### src/rtl/kwdt_pkg.sv
package kwdt_pkg;
  localparam int KEY_W = 16;

  typedef enum logic [2:0] {
    A_RUNCTL = 3'd0,
    A_SERVICE = 3'd1,
    A_LOAD = 3'd2,
    A_PSC = 3'd3,
    A_CNT = 3'd4,
    A_CNTHI = 3'd5,
    A_STAT = 3'd6
  } reg_addr_e;

  localparam logic [KEY_W-1:0] KEY_STOP_A = 16'hAAAA;
  localparam logic [KEY_W-1:0] KEY_STOP_B = 16'h5555;
  localparam logic [KEY_W-1:0] KEY_GO_A = 16'hBBBB;
  localparam logic [KEY_W-1:0] KEY_GO_B = 16'h4444;

  typedef enum logic [1:0] {
    SEQ_IDLE = 2'd0,
    SEQ_STOP = 2'd1,
    SEQ_GO = 2'd2
  } seq_e;
endpackage

### src/rtl/kwdt_keyseq.sv
module kwdt_keyseq
  import kwdt_pkg::*;
(
  input  logic             clk,
  input  logic             rst_ni,
  input  logic             tick,
  input  logic             post_wr,
  input  logic [KEY_W-1:0] post_word,
  output logic             running,
  output logic             pend,
  output logic [KEY_W-1:0] posted
);
  seq_e             state_q, state_d;
  logic             run_q, run_d;
  logic             pend_q, pend_d;
  logic [KEY_W-1:0] word_q, word_d;
  logic             absorb;

  always_comb begin
    state_d = state_q;
    run_d   = run_q;
    pend_d  = pend_q;
    word_d  = word_q;
    absorb  = pend_q & tick;
    if (absorb) begin
      if (state_q == SEQ_STOP && word_q == KEY_STOP_B) begin
        run_d   = 1'b0;
        state_d = SEQ_IDLE;
      end else if (state_q == SEQ_GO && word_q == KEY_GO_B) begin
        run_d   = 1'b1;
        state_d = SEQ_IDLE;
      end else if (word_q == KEY_STOP_A) begin
        state_d = SEQ_STOP;
      end else if (word_q == KEY_GO_A) begin
        state_d = SEQ_GO;
      end else begin
        state_d = SEQ_IDLE;
      end
    end
    if (post_wr) begin
      word_d = post_word;
      pend_d = 1'b1;
    end else if (absorb) begin
      pend_d = 1'b0;
    end
  end

  always_ff @(posedge clk or negedge rst_ni) begin
    if (!rst_ni) begin
      state_q <= SEQ_IDLE;
      run_q   <= 1'b1;
      pend_q  <= 1'b0;
      word_q  <= '0;
    end else begin
      state_q <= state_d;
      run_q   <= run_d;
      pend_q  <= pend_d;
      word_q  <= word_d;
    end
  end

  assign running = run_q;
  assign pend    = pend_q;
  assign posted  = word_q;

  AST_RUN_ON_ABSORB: assert property (@(posedge clk) disable iff (!rst_ni)
    (run_q != $past(run_q)) |-> $past(pend_q && tick));
  AST_PEND_AFTER_POST: assert property (@(posedge clk) disable iff (!rst_ni)
    post_wr |=> pend_q);
endmodule

### src/rtl/kwdt_prescale.sv
module kwdt_prescale #(
  parameter int PTV_W = 3
) (
  input  logic             clk,
  input  logic             rst_ni,
  input  logic             tick,
  input  logic             run,
  input  logic             clr,
  input  logic             cfg_en,
  input  logic [PTV_W-1:0] cfg_ptv,
  output logic             adv
);
  localparam int PRE_W = (1 << PTV_W) - 1;

  logic             act_en_q, act_en_d;
  logic [PTV_W-1:0] act_ptv_q, act_ptv_d;
  logic [PRE_W-1:0] pre_q, pre_d;
  logic [PRE_W:0]   span, lim_full;
  logic             step;

  always_comb begin
    span     = {{PRE_W{1'b0}}, 1'b1} << act_ptv_q;
    lim_full = span - 1'b1;
    step     = tick & run;
    adv      = step & (~act_en_q | (pre_q == lim_full[PRE_W-1:0]));
    act_en_d  = act_en_q;
    act_ptv_d = act_ptv_q;
    pre_d     = pre_q;
    if (clr) begin
      pre_d     = '0;
      act_en_d  = cfg_en;
      act_ptv_d = cfg_ptv;
    end else if (step && act_en_q) begin
      pre_d = adv ? '0 : pre_q + 1'b1;
    end
  end

  always_ff @(posedge clk or negedge rst_ni) begin
    if (!rst_ni) begin
      act_en_q  <= 1'b0;
      act_ptv_q <= '0;
      pre_q     <= '0;
    end else begin
      act_en_q  <= act_en_d;
      act_ptv_q <= act_ptv_d;
      pre_q     <= pre_d;
    end
  end

  AST_PRE_HOLD_STOPPED: assert property (@(posedge clk) disable iff (!rst_ni)
    (!run && !clr) |=> $stable(pre_q));
  AST_PRE_CLEARED: assert property (@(posedge clk) disable iff (!rst_ni)
    clr |=> (pre_q == '0));
endmodule

### src/rtl/kwdt_counter.sv
module kwdt_counter #(
  parameter int          CNT_W    = 32,
  parameter logic [31:0] LOAD_RST = 32'hFFFF_0000
) (
  input  logic             clk,
  input  logic             rst_ni,
  input  logic             adv,
  input  logic             svc,
  input  logic [CNT_W-1:0] load_val,
  input  logic             wr_cnt,
  input  logic [CNT_W-1:0] wr_val,
  output logic [CNT_W-1:0] cnt,
  output logic             reload,
  output logic             pulse
);
  logic [CNT_W-1:0] cnt_q, cnt_d;
  logic             pulse_q, pulse_d;
  logic             ovf;

  always_comb begin
    ovf     = adv & (&cnt_q);
    reload  = svc | ovf;
    pulse_d = ovf & ~svc;
    cnt_d   = cnt_q;
    if (reload)      cnt_d = load_val;
    else if (wr_cnt) cnt_d = wr_val;
    else if (adv)    cnt_d = cnt_q + 1'b1;
  end

  always_ff @(posedge clk or negedge rst_ni) begin
    if (!rst_ni) begin
      cnt_q   <= LOAD_RST[CNT_W-1:0];
      pulse_q <= 1'b0;
    end else begin
      cnt_q   <= cnt_d;
      pulse_q <= pulse_d;
    end
  end

  assign cnt   = cnt_q;
  assign pulse = pulse_q;

  AST_CNT_FROZEN: assert property (@(posedge clk) disable iff (!rst_ni)
    (!adv && !svc && !wr_cnt) |=> $stable(cnt_q));
  AST_PULSE_RELOADS: assert property (@(posedge clk) disable iff (!rst_ni)
    pulse_q |-> (cnt_q == $past(load_val)));
endmodule

### src/rtl/keyed_wdt.sv
module keyed_wdt
  import kwdt_pkg::*;
#(
  parameter int          CNT_W    = 32,
  parameter int          PTV_W    = 3,
  parameter logic [31:0] LOAD_RST = 32'hFFFF_0000
) (
  input  logic             clk,
  input  logic             rst_n,
  input  logic             tick_en,
  input  logic             wr_en,
  input  logic             rd_en,
  input  logic [2:0]       addr,
  input  logic [CNT_W-1:0] wdata,
  output logic [CNT_W-1:0] rdata,
  output logic             wdt_rst_o
);
  localparam int HALF   = CNT_W / 2;
  localparam int EN_BIT = 2 + PTV_W;
  localparam int CFG_W  = PTV_W + 1;

  logic [1:0]       rst_sync_q;
  logic             rst_i;
  logic [CNT_W-1:0] load_q, load_d;
  logic [CFG_W-1:0] psc_q, psc_d;
  logic [CNT_W-1:0] svc_q, svc_d;
  logic [HALF-1:0]  shadow_q, shadow_d;
  logic [CNT_W-1:0] cnt;
  logic             running, pend, svc_hit, cnt_wr, reload, adv;
  logic [KEY_W-1:0] posted;

  always_ff @(posedge clk or negedge rst_n) begin
    if (!rst_n) rst_sync_q <= 2'b00;
    else        rst_sync_q <= {rst_sync_q[0], 1'b1};
  end
  assign rst_i = rst_sync_q[1];

  always_comb begin
    svc_hit  = wr_en && (addr == A_SERVICE) && (wdata != svc_q);
    cnt_wr   = wr_en && (addr == A_CNT) && !running;
    load_d   = load_q;
    psc_d    = psc_q;
    svc_d    = svc_q;
    shadow_d = shadow_q;
    if (wr_en && addr == A_LOAD && !running) load_d = wdata;
    if (wr_en && addr == A_PSC && !running)  psc_d = wdata[EN_BIT:2];
    if (wr_en && addr == A_SERVICE)          svc_d = wdata;
    if (rd_en && addr == A_CNT)              shadow_d = cnt[CNT_W-1:HALF];
  end

  always_ff @(posedge clk or negedge rst_i) begin
    if (!rst_i) begin
      load_q   <= LOAD_RST[CNT_W-1:0];
      psc_q    <= '0;
      svc_q    <= '0;
      shadow_q <= '0;
    end else begin
      load_q   <= load_d;
      psc_q    <= psc_d;
      svc_q    <= svc_d;
      shadow_q <= shadow_d;
    end
  end

  kwdt_keyseq u_keys (
    .clk       (clk),
    .rst_ni    (rst_i),
    .tick      (tick_en),
    .post_wr   (wr_en && addr == A_RUNCTL),
    .post_word (wdata[KEY_W-1:0]),
    .running   (running),
    .pend      (pend),
    .posted    (posted)
  );

  kwdt_prescale #(.PTV_W(PTV_W)) u_psc (
    .clk     (clk),
    .rst_ni  (rst_i),
    .tick    (tick_en),
    .run     (running),
    .clr     (reload),
    .cfg_en  (psc_q[PTV_W]),
    .cfg_ptv (psc_q[PTV_W-1:0]),
    .adv     (adv)
  );

  kwdt_counter #(.CNT_W(CNT_W), .LOAD_RST(LOAD_RST)) u_cnt (
    .clk      (clk),
    .rst_ni   (rst_i),
    .adv      (adv),
    .svc      (svc_hit),
    .load_val (load_q),
    .wr_cnt   (cnt_wr),
    .wr_val   (wdata),
    .cnt      (cnt),
    .reload   (reload),
    .pulse    (wdt_rst_o)
  );

  always_comb begin
    rdata = '0;
    case (addr)
      A_RUNCTL:  rdata[KEY_W-1:0] = posted;
      A_SERVICE: rdata = svc_q;
      A_LOAD:    rdata = load_q;
      A_PSC:     rdata[EN_BIT:2] = psc_q;
      A_CNT:     rdata[HALF-1:0] = cnt[HALF-1:0];
      A_CNTHI:   rdata[HALF-1:0] = shadow_q;
      A_STAT:    rdata[0] = pend;
      default:   rdata = '0;
    endcase
  end

  AST_LOAD_LOCKED: assert property (@(posedge clk) disable iff (!rst_i)
    (wr_en && addr == A_LOAD && running) |=> $stable(load_q));
  AST_SVC_RELOAD: assert property (@(posedge clk) disable iff (!rst_i)
    svc_hit |=> (cnt == $past(load_q)));
  AST_SVC_NO_PULSE: assert property (@(posedge clk) disable iff (!rst_i)
    svc_hit |=> !wdt_rst_o);
  AST_SHADOW_HELD: assert property (@(posedge clk) disable iff (!rst_i)
    !(rd_en && addr == A_CNT) |=> $stable(shadow_q));
endmodule

### config.mk
export PLATFORM = sky130hd
export DESIGN_NAME = keyed_wdt
export DESIGN_NICKNAME = d
export VERILOG_FILES = /design/src/rtl/kwdt_pkg.sv /design/src/rtl/kwdt_keyseq.sv /design/src/rtl/kwdt_prescale.sv /design/src/rtl/kwdt_counter.sv /design/src/rtl/keyed_wdt.sv
export SDC_FILE = /design/constraint.sdc
export NUM_CORES = 1
export LEC_CHECK = 0
export BUFFER_PORTS_ARGS = -buffer_cell sky130_fd_sc_hd__buf_2
export CORE_MARGIN = 4
export CORE_UTILIZATION = 55
export CTS_BUF_LIST = sky130_fd_sc_hd__clkbuf_8
export DETAILED_ROUTE_END_ITERATION = 7
export GPL_TIMING_DRIVEN = 0
export PLACE_DENSITY = 0.71
export SETUP_SLACK_MARGIN = 0.5
export SYNTH_ARGS = -nofsm -noshare
export SYNTH_HDL_FRONTEND = slang
export SYNTH_HIERARCHICAL = 1
export SYNTH_SLANG_ARGS = --single-unit
### constraint.sdc
create_clock -name clk -period 10.6 [get_ports clk]
set_input_delay 1.06 -clock clk [delete_from_list [all_inputs] [get_ports clk]]
set_output_delay 1.06 -clock clk [all_outputs]
set_load 0.01 [all_outputs]
-- After elaboration in Yosys (flattened, before gate mapping)
Index checks and enable logic that the tools add are counted.
- $add $sub $neg: 3
- multiply operators: 0
- div/mod/pow operators: 0
- order comparisons: 0
- equal/unequal tests: 14
- shifts and indexed selects: 1
- multiplexer cells: 19
- bitwise logic cells: 9
- reduce and logical (&&, ||, !) cells: 21
- operators by type and width (cell ; count):
    2-to-1 mux 32 bit ; 3
    one-hot mux 10 bit (5 select lines) ; 1
    adder 32 x 1 -> 32 bit, second input constant ; 1
    equality test 16 x 15 -> 1 bit, second input constant ; 2
    equality test 16 bit, second input constant ; 2
    != test 32 bit ; 1
    one-hot mux 16 bit (2 select lines) ; 1
    AND reduction 32 bit ; 1
    one-hot mux 4 bit (6 select lines) ; 1
    2-to-1 mux 7 bit ; 3
    logical AND 1 bit ; 13
    equality test 3 bit, second input constant ; 3
    2-to-1 mux 2 bit ; 4
    adder 7 x 1 -> 7 bit, second input constant ; 1
    equality test 7 bit ; 1
    << shifter 1 x 3 -> 7 bit, first input constant ; 1
    subtractor 7 x 1 -> 7 bit, second input constant ; 1
    equality test 3 x 2 -> 1 bit, second input constant ; 2
    one-hot mux 1 bit (6 select lines) ; 1
    nonzero test 2 bit ; 3
    bitwise AND 1 bit ; 5
    one-hot mux 1 bit (5 select lines) ; 1
    2-to-1 mux 1 bit ; 4
    equality test 3 x 1 -> 1 bit, second input constant ; 1
    other kinds (8) ; 10
- bits in registers: 150
- bits in latches: 0
- bits in writable memories: 0
- memory bits (read-only): 0
- bits of input ports: 40
- word-level logic and storage cells: 81
- memories: 0

-- Longest topological paths before layout
Gate-level depths: netlist of run 1.
- word-level depth: 8
- gate-level depth with buffers: 14

-- Modules after synthesis
The synthesis of run 1 kept the hierarchy.
- modules (own cells, without submodules) (module ; times used ; cells each ; area an instance (µm²) ; seq. area each (µm²)):
    keyed_wdt ; 1 ; 338 ; 4591.9 ; 2172.1
    kwdt_counter ; 1 ; 292 ; 2527.4 ; 845.8
    kwdt_keyseq ; 1 ; 61 ; 847.1 ; 501.7
    kwdt_prescale ; 1 ; 79 ; 744.5 ; 275.3

-- Worst setup path before layout of run 1
OpenSTA, ideal clock, no wires.
- kind: input to register
- start point: input addr[2]
- end point: register u_psc.act_ptv_q[0]
- setup time: 125 ps
- data arrival time: 3175 ps
- slack: 7300 ps
- stages: 11
- path through: buf_2 nor2_2 and2_1 buf_4 buf_6 a21boi_1 a31oi_4 clkinv_2 buf_2 buf_2 mux2_2
- word-level cells in the longest chain between the ends: 4
- ends and longest elaborated chain (item ; line ; text):
    from (decl) ; keyed_wdt.sv:13 ; input logic [2:0] addr,
    equality test 3 x 1 -> 1 bit ; keyed_wdt.sv:39 ; svc_hit = wr_en && (addr == A_SERVICE) && (wdata != svc_q);
    logical AND 1 bit (2 in series) ; keyed_wdt.sv:39 ;
    via svc_hit ; keyed_wdt.sv:29 ; logic running, pend, svc_hit, cnt_wr, reload, adv;
    bitwise OR 1 bit ; kwdt_counter.sv:22 ; reload = svc | ovf;
    via reload ; keyed_wdt.sv:29 ;
    to (signal assigned) ; kwdt_prescale.sv:45 ; act_ptv_q <= act_ptv_d;
    to (decl) ; kwdt_prescale.sv:16 ; logic [PTV_W-1:0] act_ptv_q, act_ptv_d;
The timed path passes the listed nets, and every way through them passes these cells.
A chain may end at the register's enable or synchronous reset.

-- Worst setup path in the final report of run 1
- start point: input wdata[0]
- end point: register u_cnt.cnt_q[10], in the netlist u_cnt/cnt[10]
- word-level cells in the longest chain between the ends: 4
- elaborated cells between the ends (all ways): 5
- those cells by class: 1 x eq/ne; 1 x mux; 1 x bitwise; 2 x reduce/logical
- ends and longest elaborated chain (item ; line ; text):
    from (decl) ; keyed_wdt.sv:14 ; input logic [CNT_W-1:0] wdata,
    != test 32 bit * ; keyed_wdt.sv:39 ;
    logical AND 1 bit * ; keyed_wdt.sv:39 ;
    via svc_hit ; keyed_wdt.sv:29 ;
    bitwise OR 1 bit * ; kwdt_counter.sv:22 ;
    nonzero test 3 bit (no source line) / 2-to-1 mux 32 bit (equally long branches) ; -- ;
    to (signal assigned) ; kwdt_counter.sv:32 ; cnt_q <= LOAD_RST[CNT_W-1:0];
    to (signal assigned) ; kwdt_counter.sv:35 ; cnt_q <= cnt_d;
    to (decl) ; kwdt_counter.sv:16 ; logic [CNT_W-1:0] cnt_q, cnt_d;
The timed path passes the listed nets; every way through them passes the cells marked *.

==> reports/results.ini, run 1 <==
[run_status]
status=completed

[worst_setup_path]
crit_chain=buf_2, xnor2_1, nand4_1, nor4_1, a21boi_1, nor3_1, buf_2, clkbuf_1, a22oi_1, o21ai_0
path_buf_inv=3
path_depth=10
cpLargestDelayFamily=simple AND/OR/NAND/NOR gates
cp_slowest_cell=clkbuf_1
r2r_cells=13
crit_fanout=10
crit_top_cell=buf_2
crit_type=in -> reg
cp-end-kind=flip-flop
critPathRequiredTime_ps=10980
crit_arrival_ps=4370
critPathLaunchType=primary input
critPathMaxStageDelay_ps=630

[clock_network]
htreeDepth=4
cts_hold_buf=0
cts_tree=built
cts_post_setup_buffers_inserted=0
clk_path_buf_depth=2
cts_made_buffers=17
cts-root-buf=clkbuf_8
path_clk_slew_ps=80
cts_resized=0
clk_latency_ps=480
cts.sinks=150

[finish]
mostFrequentLayoutCells=116 x dfrtp_1, 82 x buf_2, 44 x mux2_1
final_common_cell=dfrtp_1
multiInputGateArea_um2=4560
final_cells=1086
fillers=1282
drive_above_1_share=0.297
num_antenna_cells=0
register_area_um2=3800
fin_nets=904
area_delta_synth_final_pct=12.1

[logic_synthesis]
ys.flop_type=dfrtp_1
synth.distinct_cells=77
synth-warning-count=6
synth-seq-cells=150
synth_edf_count=0
syn_area_per_cell_um2=11.3
synth_nets=812
syn_area_um2=8710
synthArstFlopShare=1.00
yosysSeqAreaShare=0.436
ys_top_cells_by_area=dfrtp_1 34%, dfstp_2 10%, mux2_1 5.7%
yosysTopAreaCell=dfrtp_1
synth.top_cell.area_share=0.336
syn_inst=770

[run]
maxCapViolations=0

[grt]
grt_overflow_total=0
grt_pass1_vias=7059
antenna_found_initial=0
grt_max_degree=64
grt_usage=0.302
grt_pass1_wl_um=41200

[sta]
whs_ps=298
fin_crit_ps=3990
worstMarginPinSlew_ps=790
drv_slew=0
setup_ws_ps=6610
fin_crit_sh=0.376
fmax_mhz=251
tns_ps=0
rsz0062_at_grt=no
skew_ps=13.7
setup_viol=0
maxSlewHeadroom=0.474
hold_viol=0

[detailed_routing]
via_per_inst=6.56
routed_wl_um=26500
drtIter0Drc=897
vias=7124
drt_pass1_iterations=5
wl_per_cell_um=24.4
drtAntennaViolNets=0
drc_errors=0

[pwr]
p_sw_frac=0.360
irDropWorstVdd_mv=0.151
p_clk_frac=0.226
seq_power_share=0.499
p_leak_nw=4.16
power_density_nw_per_um2=195
p_switching_mw=0.685
p_comb_frac=0.275
p_int_mw=1.22

[floorplanning]
std_cell_rows=45
ioPinCount=73
die_y_um=134
fp.dieW_um=134
start_util=0.567
core_area_um2=15400
die_area_um2=17900

[hold_path]
hold_path_class=reg -> async

[place]
gp_congestion=1.04
place_ws_ps=6350
portBuffers=71
numPlacedInstances=1054
dp_hpwl_um=19300

==> per-layer routing <==
| metal | vias up | global-route usage | routed length [um] |
|---|---|---|---|
| met5 | - | 0 | 0 |
| met4 | 0 | 0.102 | 811 |
| met3 | 60 | 0.0713 | 2300 |
| met2 | 372 | 0.470 | 12300 |
| met1 | 3602 | 0.418 | 11000 |
| li1 | 3090 | - | - |
==> cells in the mapped netlist (7+ instances only) <==
master and instances:
nor3_1 23, nor4_1 16, mux4_2 12, a21oi_1 12, dfrtp_1 117, o21ai_0 35, nor2b_1 9, inv_1 17
nand4_1 25, dfstp_2 33, a22oi_1 28, clkbuf_1 18, and3_1 7, nor2_1 21, nand2b_1 13, mux2_2 31
o31a_1 7, o31ai_1 15, buf_2 11, nand3_1 16, mux2_4 30, mux2_1 44, nand2_1 38, buf_6 9
xnor2_1 38, a22o_1 18, xor2_1 10, mux2i_1 14
==> final cells by class <==
class / count / share of cell area
multi-input cells: 554 / 0.467
flip-flops and latches: 150 / 0.389
repair buffers: 73 / 0.0420
plain buffers: 48 / 0.0295
well taps: 211 / 0.0270
clock buffers: 18 / 0.0254
clock inverters: 14 / 0.0127
inverters: 18 / 0.00705
==> sequential cells by signal, indices dropped and copies added (netlist names) <==
register,count
load_q,32
svc_q,32
u_cnt/cnt,32
shadow_q,16
u_keys/posted,16
u_psc/pre_q,7
psc_q,4
u_psc/act_ptv_q,3
rst_sync_q,2
u_keys/state_q,2
u_cnt/pulse,1
u_keys/pend,1
u_keys/running,1
u_psc/act_en_q,1
==> through the flow <==
stage	power [mW]	instance area [um2]	utilization
after floorplan	1.27	8710	-
after global placement	1.44	9330	0.607
after detailed placement	1.47	9390	0.611
after CTS	1.89	9760	0.635
after global routing	1.99	9760	0.635
final	1.90	9760	0.635
==> cell families after synthesis <==
group	share of synthesized area
flip-flops	0.436
AO/OA/AOI/OAI	0.133
adder cells (fa/ha/maj)	0.00287
XOR/XNOR	0.0483
multiplexers	0.196
other	0.000430
buffers and inverters	0.0409
AND/OR/NAND/NOR	0.143
==> final timing paths <==
path | startpoint | end | slack, ps
worst max-delay path | wdata[0] | u_cnt/cnt[10] | 6610
worst min-delay path | rst_sync_q[1] | shadow_q[12] | 300
worst max register to register | u_psc/act_ptv_q[1] | u_psc/act_ptv_q[1] | 6630
worst min register to register | rst_sync_q[1] | shadow_q[12] | 300
max in group asynchronous | rst_sync_q[1] | u_cnt/cnt[29] | 9550
min in group clk | rst_sync_q[0] | rst_sync_q[1] | 350
==> power by group through the flow <==
stage | clock [mW] | combinational, mW | sequential, mW
after floorplan | 0 | 0.388 | 0.877
after global placement | 0 | 0.489 | 0.948
after detailed placement | 0 | 0.516 | 0.950
after CTS | 0.435 | 0.519 | 0.941
after global routing | 0.461 | 0.569 | 0.965
final | 0.429 | 0.524 | 0.949
No activity file was read; power rests on OpenSTA's default activity.
==> inputs of run 2 (changes only) <==
--- a/config.mk
+++ b/config.mk
@@ -5,13 +5,14 @@
 export SDC_FILE = /design/constraint.sdc
 export NUM_CORES = 1
 export LEC_CHECK = 0
+export ABC_AREA = 1
 export BUFFER_PORTS_ARGS = -buffer_cell sky130_fd_sc_hd__buf_2
 export CORE_MARGIN = 4
 export CORE_UTILIZATION = 55
 export CTS_BUF_LIST = sky130_fd_sc_hd__clkbuf_8
 export DETAILED_ROUTE_END_ITERATION = 7
 export GPL_TIMING_DRIVEN = 0
-export PLACE_DENSITY = 0.71
+export PLACE_DENSITY = 0.74
 export SETUP_SLACK_MARGIN = 0.5
 export SYNTH_ARGS = -nofsm -noshare
 export SYNTH_HDL_FRONTEND = slang
==> constraint.sdc (replaced) <==
create_clock -name clk -period 3.47 [get_ports clk]
set_input_delay 0.347 -clock clk [delete_from_list [all_inputs] [get_ports clk]]
set_output_delay 0.347 -clock clk [all_outputs]
set_load 0.01 [all_outputs]
==> reports/results.ini, run 2 <==
[place]
place_ws_ps=471  ; -5880 ps
gp_congestion=1.01  ; -2.5%
portBuffers=72  ; +1.4%
dp_hpwl_um=22700  ; +18%

[logic_synthesis]
synth_edf_count=0  ; unchanged
yosysTopAreaCell=dfrtp_1
ys.flop_type=dfrtp_1
synthArstFlopShare=1.00  ; unchanged
synth_nets=1402  ; +73%
synth_adder_area_share=0.00269  ; -0.000180
synth.distinct_cells=46  ; -40%
synth.top_cell.area_share=0.315  ; -0.0211
synth-warning-count=6  ; unchanged
synth_compound_area_frac=0.117  ; -0.0164
syn_area_um2=9290  ; +6.7%
synth_xor_area_frac=0.00565  ; -0.0426
synth_top_family_by_area=simple AND/OR/NAND/NOR gates
synth_common_cells=510 x nand2_1, 163 x nor2_1, 145 x inv_1
synth-seq-cells=150  ; unchanged
synth.most_common_cell=nand2_1
synth-simple-area-share=0.349  ; +0.206
yosysSeqAreaShare=0.408  ; -0.0273
syn_inst=1360  ; +77%
ys_top_cells_by_area=dfrtp_1 32%, nand2_1 21%, dfstp_2 9.3%
syn_area_per_cell_um2=6.83  ; -40%
muxShareOfSynthArea=0.0234  ; -0.172

[sta]
maxSlewHeadroom=0.524  ; +0.0504
tns_ps=0  ; unchanged
setup_viol=0  ; unchanged
skew_ps=23.3  ; +9.57 ps
fin_crit_ps=2770
rsz0062_at_grt=yes
worstMarginPinSlew_ps=714  ; -75.6 ps
drv_slew=0  ; unchanged
fin_crit_sh=0.797
fmax_mhz=362
setup_ws_ps=704  ; -5910 ps
hold_viol=0  ; unchanged

[run]
maxCapViolations=0  ; unchanged

[grt]
grtUsageMet2=0.483  ; +0.0129
antenna_found_initial=0  ; unchanged
grt_pass1_wl_um=46300  ; +12%
use_met1=0.469  ; +0.0514
grt_usage=0.323  ; +0.0209
grt_pass1_vias=8566  ; +21%
use_met3=0.0584  ; -0.0128
grt_max_degree=59  ; -7.8%
grt_busiest_layer=met2
grt_overflow_total=0  ; unchanged

[detailed_routing]
vias=9267  ; +30%
drtAntennaViolNets=0  ; unchanged
drt_pass1_iterations=6  ; +1
via_per_inst=5.47  ; -17%
drtIter0Drc=1076  ; +20%
wl_per_cell_um=17.6  ; -28%
drc_errors=0  ; unchanged
routed_wl_um=29800  ; +13%

[worst_setup_path]
crit_top_cell=nand2_1
rr_startpoint=u_psc/act_ptv_q[2]
crit_arrival_ps=3130  ; -1240 ps
critPathCapture=u_psc/pre_q[5]
crit_start=u_psc/act_ptv_q[2]
crit_type=reg -> reg
cp-end-kind=flip-flop
worst-r2r-setup-slack_ps=700  ; -5930 ps
r2r-end=u_psc/pre_q[5]
critPathLaunchType=flip-flop
cp_slowest_cell=dfrtp_1
crit_fanout=10  ; unchanged
critPathRequiredTime_ps=3830  ; -7150 ps
critPathMaxStageDelay_ps=380  ; -250 ps
r2r_cells=25  ; +12

[clock_network]
htreeDepth=4  ; unchanged
cts_made_buffers=17  ; unchanged
clk_latency_ps=480  ; about the same
clk_path_buf_depth=2  ; unchanged
cts_tree=built
path_clk_slew_ps=90  ; about the same
cts.sinks=150  ; unchanged
cts-root-buf=clkbuf_8

[pwr]
power_density_nw_per_um2=479  ; +150%
p_leak_nw=5.41  ; +30%
total_power_mw=5.01  ; +160%
irDropWorstVdd_mv=0.473  ; +210%

[floorplanning]
fp.dieW_um=138  ; +3.1%
ioPinCount=73  ; unchanged
die_area_um2=19000  ; +6.3%
std_cell_rows=47  ; +4.4%
die_y_um=138  ; +3.1%
start_util=0.560  ; -0.00627
core_area_um2=16600  ; +7.9%

[hold_path]
hold_path.startpoint=tick_en
hold_path_class=in -> reg

[finish]
area_delta_synth_final_pct=12.6
fin_nets=1502  ; +66%
register_area_um2=3800  ; about the same
multiInputGateArea_um2=4650  ; +2.1%
fillers=1608  ; +25%
final_common_cell=nand2_1
num_antenna_cells=0  ; unchanged
mostFrequentLayoutCells=510 x nand2_1, 159 x nor2_1, 146 x inv_1
drive_above_1_share=0.172  ; -0.125

[run_status]
status=completed

run 2: per-stage QoR:
stage / instance area (um2) / instances / utilization / hold WS [ps]
3_5_place_dp: 9990 / 1654 / 0.602 / 135
6_report: 10500 / 1693 / 0.631 / 97.2
5_1_grt: 10500 / 1693 / 0.631 / 107
2_1_floorplan: 9300 / 1360 / - / 51.4
3_3_place_gp: 9930 / 1652 / 0.599 / 133
4_1_cts: 10400 / 1688 / 0.627 / 80.5
run 2: where the power goes:
part / switching [mW] / total, mW / internal (mW)
sequential: 0.361 / 2.43 / 2.07
combinational: 0.732 / 1.21 / 0.475
clock: 0.729 / 1.37 / 0.646
total: 1.82 / 5.01 / 3.19
run 2: kinds of logic after synthesis:
group	Yosys count
AOI/OAI and AO/OA	197
xor gates and xnor gates	6
adders and majority gates	2
buffers and inverters	198
DFF	150
muxes	16
other	1
and+or+nand+nor	790
run 2: layout make-up:
| cell class | instances | area share |
|---|---|---|
| Sequential cell | 150 | 0.363 |
| Inverter | 152 | 0.0550 |
| Clock inverter | 15 | 0.0147 |
| Tap cell | 220 | 0.0263 |
| Multi-Input combinational cell | 1012 | 0.445 |
| Clock buffer | 17 | 0.0224 |
| Timing Repair Buffer | 81 | 0.0450 |
| Buffer | 46 | 0.0287 |
run 2: critical path, delay by kind of cell (launching register included):
kind | cells | cell delay, ps
flops | 1 | 380
buf+inv | 6 | 640
simple gates | 19 | 1600
run 2: worst min-delay path by stage:
stage,to,cells after the start
final,u_keys/pend,2
after global routing,u_keys/pend,2
after CTS,u_keys/pend,2
after detailed placement,rst_sync_q[0],1
after global placement,rst_sync_q[0],1
after floorplan,rst_sync_q[0],0
run 2: per-layer routing:
layer	wire length, um	up-vias
li1	-	4452
met1	13200	4284
met2	13100	459
met3	2490	72
met4	982	0
met5	0	-
run 2: repair_timing:
| item | 4_1_cts | 5_1_grt |
|---|---|---|
| hold endpoints to repair | 2 | 0 |
| pin swaps | 1 | 2 |
| gates resized for setup | 1 | 12 |
| endpoints found under the setup margin | 3 | 17 |
| buffers inserted | 1 | 5 |
| hold buffers | 1 | 0 |
==> inputs of run 3 (changes only) <==
--- a/config.mk
+++ b/config.mk
@@ -5,14 +5,14 @@
 export SDC_FILE = /design/constraint.sdc
 export NUM_CORES = 1
 export LEC_CHECK = 0
-export ABC_AREA = 1
+export ABC_AREA = 0
 export BUFFER_PORTS_ARGS = -buffer_cell sky130_fd_sc_hd__buf_2
 export CORE_MARGIN = 4
 export CORE_UTILIZATION = 55
 export CTS_BUF_LIST = sky130_fd_sc_hd__clkbuf_8
 export DETAILED_ROUTE_END_ITERATION = 7
 export GPL_TIMING_DRIVEN = 0
-export PLACE_DENSITY = 0.74
+export PLACE_DENSITY = 0.71
 export SETUP_SLACK_MARGIN = 0.5
 export SYNTH_ARGS = -nofsm -noshare
 export SYNTH_HDL_FRONTEND = slang
==> constraint.sdc (replaced) <==
create_clock -name clk -period 2.7 [get_ports clk]
set_input_delay 0.27 -clock clk [delete_from_list [all_inputs] [get_ports clk]]
set_output_delay 0.27 -clock clk [all_outputs]
set_load 0.01 [all_outputs]
==> reports/results.ini, run 3 (synthesis gave the netlist of run 1 again) <==
[run_status]
status=finished with violations
violations=setup timing

[sta]
worstMarginPinSlew_ps=880  ; +166 ps
drv_slew=0  ; unchanged
setup_viol=43  ; +43
tns_ps=-9200  ; -9200 ps
fin_crit_ps=3000  ; +233 ps
skew_ps=12.2  ; -11.1 ps
fmax_mhz=333  ; -7.8%
hold_viol=0  ; unchanged
maxSlewHeadroom=0.413  ; -0.111
rsz0062_at_grt=yes
fin_crit_sh=1.11  ; +0.314
setup_ws_ps=-299  ; -1000 ps

[finish]
drive_above_1_share=0.356  ; +0.184
final_common_cell=dfrtp_1
fin_nets=934  ; -38%
area_delta_synth_final_pct=20.3
fillers=1168  ; -27%
mostFrequentLayoutCells=115 x dfrtp_1, 78 x buf_2, 44 x mux2_1
num_antenna_cells=0  ; unchanged

[clock_network]
cts-root-buf=clkbuf_8
cts_made_buffers=17  ; unchanged
htreeDepth=4  ; unchanged
path_clk_slew_ps=90  ; about the same
clk_latency_ps=460  ; -20 ps
cts.sinks=150  ; unchanged
cts_tree=built
clk_path_buf_depth=2  ; unchanged

[pwr]
power_density_nw_per_um2=754  ; +57%
irDropWorstVdd_mv=0.591  ; +25%
p_leak_nw=4.50  ; -17%

[floorplanning]
ioPinCount=73  ; unchanged
die_y_um=134  ; -3.0%
fp.dieW_um=134  ; -3.0%
start_util=0.567  ; +0.00627
std_cell_rows=45  ; -4.3%
core_area_um2=15400  ; -7.3%
die_area_um2=17900  ; -5.9%

[grt]
grt_max_degree=56  ; -5.1%
grt_pass1_wl_um=43200  ; -6.7%
grt_usage=0.314  ; -0.00813
antenna_found_initial=0  ; unchanged
grt_overflow_total=0  ; unchanged
grt_pass1_vias=7469  ; -13%

[worst_setup_path]
crit_type=reg -> reg
crit_arrival_ps=3340  ; +210 ps
crit_chain=buf_6, or2_4, or4_4, a32oi_4, o21ai_2, a21oi_4, nand2_2, nor3_4, a31oi_4, inv_4, buf_12, nor3_2, nor2b_1, a221o_1
critPathRequiredTime_ps=3040  ; -790 ps
cp_slowest_cell=or4_4
path_buf_inv=3  ; -3
crit_fanout=8  ; -2
critPathMaxStageDelay_ps=430  ; +50 ps
cpLargestDelayFamily=simple AND/OR/NAND/NOR gates
critPathLaunchType=flip-flop
cp-end-kind=flip-flop

[detailed_routing]
wl_per_cell_um=25.0  ; +42%
drtAntennaViolNets=0  ; unchanged
vias=7330  ; -21%
via_per_inst=6.57  ; +20%
routed_wl_um=27900  ; -6.6%
drt_pass1_iterations=5  ; -1
drtIter0Drc=827  ; -23%
drc_errors=0  ; unchanged

[place]
gp_congestion=1.01  ; -0.58%
place_ws_ps=-944  ; -1420 ps
dp_hpwl_um=19100  ; -16%
portBuffers=71  ; -1.4%

[hold_path]
hold_path_class=in -> reg

[run]
maxCapViolations=0  ; unchanged

==> run 3: power breakdown <==
part / total, mW / leakage (nW) / switching [mW] / internal [mW]
Combinational: 2.26 / 2.51 / 1.07 / 1.19
Clock: 1.89 / 0.219 / 0.896 / 0.998
Sequential: 3.75 / 1.78 / 0.805 / 2.94
Total: 7.90 / 4.50 / 2.77 / 5.13
==> run 3: repair_timing <==
action / 4_1_cts / 5_1_grt
setup buffers: 19 / 6
hold buffers: 1 / 0
gates resized for setup: 75 / 22
endpoints found under the hold margin: 2 / 0
gates cloned: 3 / 1
pin swaps: 13 / 5
endpoints found under the setup margin: 49 / 54
==> run 3: cell type report <==
| class | count | area [um2] | share of cell area |
|---|---|---|---|
| multi-input cells | 554 | 4730 | 0.451 |
| flip-flops and latches | 150 | 3800 | 0.363 |
| repair buffers | 103 | 782 | 0.0747 |
| plain buffers | 48 | 405 | 0.0387 |
| well taps | 211 | 264 | 0.0252 |
| clock buffers | 17 | 234 | 0.0223 |
| clock inverters | 15 | 191 | 0.0183 |
| inverters | 18 | 70.1 | 0.00669 |
==> run 3: per-stage QoR <==
step | total power [mW] | util | hold WS [ps] | cells | instance area, um2
2_1_floorplan | 4.98 | - | -25.6 | 770 | 8750
3_3_place_gp | 5.65 | 0.610 | 54.7 | 1052 | 9370
3_5_place_dp | 5.77 | 0.613 | 56.1 | 1054 | 9430
4_1_cts | 7.80 | 0.672 | 61.4 | 1109 | 10300
5_1_grt | 8.24 | 0.681 | 83.7 | 1116 | 10500
6_report | 7.90 | 0.681 | 81.7 | 1116 | 10500
==> run 3: worst paths after layout <==
kind | from | to | slack (ps) | cells past startpoint
max | u_psc/act_ptv_q[1] | u_psc/pre_q[3] | -300 | 14
min | wdata[20] | svc_q[20] | 80 | 2
max reg2reg | u_psc/act_ptv_q[1] | u_psc/pre_q[3] | -300 | 14
min reg2reg | rst_sync_q[1] | load_q[12] | 360 | 0
max in group asynchronous | rst_sync_q[1] | load_q[29] | 1280 | 2
min in group asynchronous | rst_n | rst_sync_q[1] | 120 | 2
==> run 3: layer usage <==
layer	vias to the layer above	wire, um	part of all wire	GRT usage
met3	70	2400	0.086	0.0641
met1	3690	11300	0.41	0.429
met4	0	1010	0.036	0.119
met2	424	13100	0.47	0.499
met5	-	0	0	0
li1	3146	-	-	-
